### src/rtl/srtc_pkg.sv
package srtc_pkg;

    // Register selected by a bus address
    typedef enum logic [2:0] {
        SEL_NONE,
        SEL_ALARM,
        SEL_COUNT,
        SEL_CONFIG,
        SEL_STATUS
    } reg_sel_e;

    // Status layout: each enable sits two bits above its flag
    typedef struct packed {
        logic tick_en;    // bit 3
        logic alarm_en;   // bit 2
        logic tick_flag;  // bit 1
        logic alarm_flag; // bit 0
    } status_t;

    localparam int ENABLE_SHIFT = 2;

    function automatic reg_sel_e decode_addr(input logic [4:0] addr, input bit alt_map);
        reg_sel_e sel;
        sel = SEL_NONE;
        if (!alt_map) begin
            case (addr)
                5'h00:   sel = SEL_ALARM;
                5'h04:   sel = SEL_COUNT;
                5'h08:   sel = SEL_CONFIG;
                5'h10:   sel = SEL_STATUS;
                default: sel = SEL_NONE;
            endcase
        end else begin
            case (addr)
                5'h00:   sel = SEL_COUNT;
                5'h04:   sel = SEL_ALARM;
                5'h08:   sel = SEL_STATUS;
                5'h0C:   sel = SEL_CONFIG;
                default: sel = SEL_NONE;
            endcase
        end
        return sel;
    endfunction

endpackage

### src/rtl/srtc_prescaler.sv
module srtc_prescaler #(
    parameter int DIV_W       = 16,
    parameter int TRIM_W      = 16,
    parameter int DEF_DIV     = 32767,
    parameter int TRIM_PERIOD = 1024
) (
    input  logic                      clk,
    input  logic                      rst,
    input  logic                      slow_en,
    input  logic                      restart,
    input  logic [DIV_W+TRIM_W-1:0]   cfg,
    output logic                      tick
);
    localparam int CNT_W = DIV_W + 2;
    localparam int PH_W  = $clog2(TRIM_PERIOD);

    logic [CNT_W-1:0]        cnt;
    logic [PH_W-1:0]         phase;
    logic [DIV_W-1:0]        base;
    logic [TRIM_W-1:0]       trim;
    logic                    trim_now;
    logic signed [CNT_W:0]   sum;
    logic [CNT_W-1:0]        term;

    assign base     = (cfg == '0) ? DEF_DIV[DIV_W-1:0] : cfg[DIV_W-1:0];
    assign trim     = cfg[DIV_W+TRIM_W-1:DIV_W];
    assign trim_now = (phase == PH_W'(TRIM_PERIOD - 1));

    always_comb begin
        sum = $signed({{(CNT_W+1-DIV_W){1'b0}}, base});
        if (trim_now)
            sum = sum + $signed({{(CNT_W+1-TRIM_W){trim[TRIM_W-1]}}, trim});
        term = (sum <= 0) ? '0 : sum[CNT_W-1:0];
    end

    assign tick = slow_en && (cnt >= term);

    always_ff @(posedge clk) begin
        if (rst || restart) begin
            cnt   <= '0;
            phase <= '0;
        end else if (slow_en) begin
            if (tick) begin
                cnt   <= '0;
                phase <= trim_now ? '0 : phase + 1'b1;
            end else begin
                cnt <= cnt + 1'b1;
            end
        end
    end

    AST_WRAP_CLEARS: assert property (@(posedge clk) disable iff (rst)
        tick |=> (cnt == '0)) else $error("prescaler did not clear on wrap");

    AST_PHASE_STEP: assert property (@(posedge clk) disable iff (rst)
        (tick && !restart && !trim_now) |=> (phase == $past(phase) + 1'b1))
        else $error("trim phase did not advance");

endmodule

### src/rtl/srtc_status.sv
module srtc_status
    import srtc_pkg::*;
(
    input  logic        clk,
    input  logic        rst,
    input  logic        alarm_set,
    input  logic        tick_set,
    input  logic        wr_en,
    input  logic [3:0]  wdata,
    output status_t     status,
    output logic        irq_alarm,
    output logic        irq_tick
);
    status_t wbits;
    logic [1:0] gated;

    assign wbits = status_t'(wdata);

    always_ff @(posedge clk) begin
        if (rst) begin
            status <= '0;
        end else begin
            status.alarm_flag <= alarm_set |
                (status.alarm_flag & ~(wr_en & wbits.alarm_flag));
            status.tick_flag  <= tick_set |
                (status.tick_flag & ~(wr_en & wbits.tick_flag));
            if (wr_en) begin
                status.alarm_en <= wbits.alarm_en;
                status.tick_en  <= wbits.tick_en;
            end
        end
    end

    // Enables shifted down onto their flags select the live requests
    assign gated     = 2'(status >> ENABLE_SHIFT) & status[1:0];
    assign irq_alarm = gated[0];
    assign irq_tick  = gated[1];

    AST_TICK_SET_WINS: assert property (@(posedge clk) disable iff (rst)
        tick_set |=> status.tick_flag) else $error("tick flag lost");

    AST_ALARM_SET: assert property (@(posedge clk) disable iff (rst)
        alarm_set |=> status.alarm_flag) else $error("alarm flag lost");

    AST_FLAG_STICKY: assert property (@(posedge clk) disable iff (rst)
        (status.alarm_flag && !(wr_en && wbits.alarm_flag)) |=> status.alarm_flag)
        else $error("alarm flag dropped without clear");

endmodule

### src/rtl/srtc_top.sv
module srtc_top
    import srtc_pkg::*;
#(
    parameter int  DATA_W      = 32,
    parameter int  DIV_W       = 16,
    parameter int  DEF_DIV     = 32767,
    parameter int  TRIM_PERIOD = 1024,
    parameter bit  ALT_MAP     = 1'b0
) (
    input  logic               clk,
    input  logic               rst,
    input  logic               slow_en,
    input  logic               bus_en,
    input  logic               bus_wr,
    input  logic [4:0]         bus_addr,
    input  logic [DATA_W-1:0]  bus_wdata,
    output logic [DATA_W-1:0]  bus_rdata,
    output logic               irq_alarm,
    output logic               irq_tick
);
    localparam int TRIM_W = DATA_W - DIV_W;

    logic [DATA_W-1:0] seconds;
    logic [DATA_W-1:0] alarm_val;
    logic [DATA_W-1:0] cfg;
    logic [DATA_W-1:0] sec_next;
    reg_sel_e          sel;
    logic              wr_cnt, wr_alarm, wr_cfg, wr_stat;
    logic              tick;
    logic              alarm_hit;
    status_t           status;

    assign sel      = decode_addr(bus_addr, ALT_MAP);
    assign wr_cnt   = bus_en && bus_wr && (sel == SEL_COUNT);
    assign wr_alarm = bus_en && bus_wr && (sel == SEL_ALARM);
    assign wr_cfg   = bus_en && bus_wr && (sel == SEL_CONFIG);
    assign wr_stat  = bus_en && bus_wr && (sel == SEL_STATUS);

    srtc_prescaler #(
        .DIV_W       (DIV_W),
        .TRIM_W      (TRIM_W),
        .DEF_DIV     (DEF_DIV),
        .TRIM_PERIOD (TRIM_PERIOD)
    ) u_prescaler (
        .clk     (clk),
        .rst     (rst),
        .slow_en (slow_en),
        .restart (wr_cfg),
        .cfg     (cfg),
        .tick    (tick)
    );

    assign sec_next  = seconds + 1'b1;
    assign alarm_hit = tick && !wr_cnt && (sec_next == alarm_val);

    always_ff @(posedge clk) begin
        if (rst) begin
            seconds   <= '0;
            alarm_val <= '0;
            cfg       <= '0;
        end else begin
            if (wr_cnt)
                seconds <= bus_wdata;
            else if (tick)
                seconds <= sec_next;
            if (wr_alarm)
                alarm_val <= bus_wdata;
            if (wr_cfg)
                cfg <= bus_wdata;
        end
    end

    srtc_status u_status (
        .clk       (clk),
        .rst       (rst),
        .alarm_set (alarm_hit),
        .tick_set  (tick),
        .wr_en     (wr_stat),
        .wdata     (bus_wdata[3:0]),
        .status    (status),
        .irq_alarm (irq_alarm),
        .irq_tick  (irq_tick)
    );

    always_comb begin
        case (sel)
            SEL_ALARM:  bus_rdata = alarm_val;
            SEL_COUNT:  bus_rdata = seconds;
            SEL_CONFIG: bus_rdata = cfg;
            SEL_STATUS: bus_rdata = {{(DATA_W-4){1'b0}}, status};
            default:    bus_rdata = '0;
        endcase
    end

    AST_SEC_STEP: assert property (@(posedge clk) disable iff (rst)
        (tick && !wr_cnt) |=> (seconds == $past(seconds) + 1'b1))
        else $error("seconds did not advance by one");

    AST_SEC_HOLD: assert property (@(posedge clk) disable iff (rst)
        (!tick && !wr_cnt) |=> $stable(seconds))
        else $error("seconds moved without tick");

    AST_WRITE_WINS: assert property (@(posedge clk) disable iff (rst)
        wr_cnt |=> (seconds == $past(bus_wdata)))
        else $error("counter write lost");

endmodule

### config.mk
export PLATFORM = sky130hd
export DESIGN_NAME = srtc_top
export DESIGN_NICKNAME = d
export VERILOG_FILES = /design/src/rtl/srtc_pkg.sv /design/src/rtl/srtc_prescaler.sv /design/src/rtl/srtc_status.sv /design/src/rtl/srtc_top.sv
export SDC_FILE = /design/constraint.sdc
export NUM_CORES = 1
export LEC_CHECK = 0
export ABC_AREA = 1
export CORE_ASPECT_RATIO = 1.75
export CORE_MARGIN = 8
export CORE_UTILIZATION = 55
export CTS_CLUSTER_DIAMETER = 80
export CTS_CLUSTER_SIZE = 20
export DETAILED_ROUTE_END_ITERATION = 8
export DONT_BUFFER_PORTS = 1
export GPL_ROUTABILITY_DRIVEN = 1
export PLACE_DENSITY_LB_ADDON = 0.1
export REMOVE_ABC_BUFFERS = 1
export SLEW_MARGIN = 20
export SYNTH_ARGS = -nofsm -noshare
export SYNTH_HDL_FRONTEND = slang
export SYNTH_SLANG_ARGS = --single-unit
### constraint.sdc
create_clock -name clk -period 13.8 [get_ports clk]
set_input_delay 0 -clock clk [delete_from_list [all_inputs] [get_ports clk]]
set_output_delay 0 -clock clk [all_outputs]
set_load 0.01 [all_outputs]
==> results.md <==
Synth:
- The cell type with the largest total area after synthesis is dfxtp_1.
- The share of synthesized area occupied by flip-flops and latches is 28.6%.
- The Yosys step of the flow raised 0 warnings.
- For this run, asynchronously set or reset flops after synthesis account for 0%.
- In this run the cell area of the synthesized design comes to roughly 9000 um2.
- The count of mapped cells out of synthesis is 1427.
- The count of flip-flops with a built-in enable after synthesis is 0.
- Sorting the synthesized cells by area gives the leading types as dfxtp_1 (29%), nand2_1 (17%), inv_1 (6.9%).
- The main flop type after synthesis is dfxtp_1.
- After synthesis, the netlist uses 47 different library cells.
- The XOR/XNOR share of the synthesized area is roughly 3.3%.
- The synthesized-area fraction occupied by and/or/nand/nor cells is 35.6%.
- In this run, synthesis produced a sequential element count of 128.
- The area share of the largest cell type after synthesis is 28.6%.
- The most numerous cell in the Yosys netlist is nand2_1.
- The post-synthesis compound-gate area fraction is 16.9%.
- The portion of synthesized area spent on multiplexers is 0%.
- The commonest cells after synthesis are nand2_1 (413), inv_1 (166), nor2_1 (137).
- After synthesis, the largest family of logic cells by area is simple AND/OR/NAND/NOR gates.
- Of the total synthesized cell area, the portion taken by full adders, half adders and majority gates is 5.80%.
- The average size of a mapped cell is 6.28 um2.

CTS:
- The CTS clock-pin slew for the worst setup and hold paths is 0.06 ns.
- In this run the deepest clock path goes through 2 buffers.
- The clock tree synthesis step divided the H-tree into 4 levels.
- The clock insertion delay at the later pin of the skew report is roughly 0.44 ns.
- The clock tree from TritonCTS is yes.
- The post-CTS setup repair buffer count is 0.
- Buffers inserted during clock tree synthesis total 17.
- The clock net sink count is 128.
- The root cell of the clock tree is clkbuf_16.

STA:
- Setup repair after global routing left no endpoint under its margin.
- The worst hold margin is -0.0101 ns.
- The number of slew-limit violations in the final report is 0.
- Setup violations remaining at the end of the flow were counted as 0.
- The post-route fraction of the period consumed by the critical path is between 50 and 60%.
- The maximum frequency from static timing analysis is 145 MHz.
- For the pin with the worst max-slew slack, the measured transition is 1.06 ns.
- The time the final worst path needs with I/O delays and setup is 6.92 ns.
- The final number of hold-violating endpoints is 2.
- Between clock sinks in the finished design, the worst skew comes to 0.00446 ns.
- The worst pin sits at a relative slew slack of around 29%.
- Adding up every negative setup slack in the final design gives 0 ns.

Worst hold path:
- In this run the worst hold path is classified as primary input to flip-flop.

Cells and area:
- In the final layout, the multi-input gates occupy 5550 um2.
- From synthesis to final layout, the design area changed by 13.9%.
- In the final layout, flip-flops and latches occupy between 2000 and 3000 um2.
- The repair_antennas step left the layout with diodes totalling 0.
- The proportion of layout cells with a drive suffix above 1 is 5.11%.
- The number of nets in the layout is 1537.
- After filler insertion, the fill cell instance count of the layout stands at 1547.

Detailed routing:
- The detailed-route DRC error count is 0.
- The pre-antenna-repair detailed-routing pass consisted of 6 iterations.
- The total number of vias is 9749.
- In the routed layout, each cell is associated on average with a via count of 5.88.
- In the final routed layout, each cell accounts on average for 18.5 um.
- After detailed routing, the total wire length is 30.8 mm.
- After the first detailed-routing iteration, the DRC count stood at just over 600.
- In this run the remaining antenna-violating nets after routing total 0.

Power and ir drop:
- Across the VDD grid, the largest voltage drop is 112 uV.
- The leakage power of the design is 4.28 nW.
- In this run the power density over the cells is just under 100 nW/um2.

Floorplanning:
- The die area is 20800 um2.
- The top-level port count is 76.
- The floorplan step defined a core boundary enclosing 16200 um2.
- The die is 113 um wide.
- In this run the vertical extent of the chip is roughly 180 um.
- Once the floorplan was initialized, standard cells occupied a little under three fifths of the core.
- The initialized floorplan defines 62 standard-cell rows.

Setup path:
- The type of the worst setup path is flip-flop to flip-flop.
- The peak per-stage delay on the critical path is 0.69 ns.
- The maximum fanout along the worst path is 32.
- The worst setup path is launched from a flip-flop.
- The cell type of the slowest stage on the worst timing path is nand4_1.
- The critical path data required time is 14.18 ns.
- Among the stages of the critical path, the cell type that occurs most often is nand2_1.
- STA classifies the critical path endpoint as a flip-flop.
- STA puts the critical path data arrival time at 7.30 ns.

Place:
- The estimated wirelength of the detail-placed design is 22.4 mm.
- The count of buffers inserted at the top-level ports is 0.
- Routability-driven placement finished with a final weighted congestion of 0.948.

Global route:
- The number of global-route vias before repair was approximately 9500.
- The combined global-route utilization of all metal layers is 29.8%.
- Entering global routing, the biggest net connects 67 pins.
- The first global-routing pass estimated 48.2 mm of wire.
- The global route total overflow is 0.
- The number of antenna violations at the first check in global routing is 0.

Run status:
- The run finished, with violations left.
- The final reports fail on hold timing.

Job:
- The number of max-cap violations is 0.
==> final cells by class <==
type | instances | share of cell area, %
Clock inverter | 15 | 1.90
Sequential cell | 128 | 25.1
Tap cell | 192 | 2.35
Multi-Input combinational cell | 1078 | 54.3
Clock buffer | 17 | 4.17
Timing Repair Buffer | 62 | 6.03
Inverter | 167 | 6.14
==> worst paths after layout <==
check / start / end / slack [ns] / depth (start not counted)
max reg2reg: cfg[31] / seconds[27] / 6.88 / 31
max: cfg[31] / seconds[27] / 6.88 / 31
min: slow_en / u_prescaler.cnt[17] / -0.01 / 5
min reg2reg: u_prescaler.phase[9] / u_prescaler.phase[9] / 0.47 / 2
==> cells in the final DEF, fill, tap and decap left out, types with 2 or more instances in the layout <==
cell type and n:
nand2_1 413, inv_1 163, nor2_1 133, dfxtp_1 128, nand3_1 117, a21oi_1 94, o21ai_0 88, dlygate4sd3_1 55
ha_1 40, a31oi_1 34, o221ai_1 28, xor2_1 23, clkbuf_16 17, nand4_1 16, nor3_1 15, nand3b_2 10
nor2_2 7, nand3b_1 7, o21bai_1 6, xnor2_1 6, buf_4 6, clkinv_2 5, nor2_4 4, or2_2 4
nor3b_1 4, bufinv_16 4, nand2_2 3, inv_2 3, o2111ai_1 3, clkinvlp_4 3, clkinv_4 3, or2_0 2
and2_1 2, xnor3_1 2, a211oi_1 2
==> kinds of logic (layout without fill, tap and decap cells) <==
| group | Yosys count | count (layout) |
|---|---|---|
| other cells | 1 | 1 |
| flops | 128 | 128 |
| simple gates | 742 | 742 |
| buf+inv | 221 | 261 |
| fa+ha+maj | 41 | 41 |
| compound gates | 263 | 263 |
| xor+xnor | 31 | 31 |
==> where the power goes <==
group	total, mW	internal, mW	switching [mW]
Combinational	0.123	0.0442	0.0789
Clock	0.484	0.301	0.184
Sequential	0.374	0.372	0.00237
==> layer usage <==
metal / wire [um] / vias to the layer above / GRT usage [%]
met5: 0 / - / 0
met4: 1930 / 0 / 20.7
met3: 1950 / 106 / 6.40
met2: 15700 / 383 / 53.5
met1: 11200 / 4495 / 30.2
li1: - / 4765 / -
==> critical path, delay by kind of cell (launching register included) <==
kind | cells | cell delay [ns]
and+or+nand+nor | 14 | 2.28
adders and majority gates | 2 | 0.59
DFF | 1 | 0.39
buffers and inverters | 7 | 1.78
AOI/OAI and AO/OA | 8 | 1.81
==> flip-flops by register name, summed over array words and instances (netlist names) <==
| name | count |
|---|---|
| u_prescaler.phase | 10 |
| seconds | 32 |
| u_status.status | 4 |
| alarm_val | 32 |
| u_prescaler.cnt | 18 |
| cfg | 32 |
==> through the flow <==
step	util [%]	setup WS (ns)	cell area, um2	std cells	total power, mW
after global placement	55.6	7.64	9020	1571	0.488
after CTS	63.0	7.04	10200	1659	0.979
final	63.0	6.88	10200	1659	0.982
after global routing	63.0	6.27	10200	1659	1.01
after detailed placement	55.6	7.59	9020	1571	0.488
after floorplan	-	8.12	8720	1373	0.462
==> repair_timing <==
item                                   4_1_cts  5_1_grt
endpoints found under the hold margin      113        0
resized for setup                            0        0
hold buffers                                56        0
Note: power is estimated with default switching activity, not from simulation.
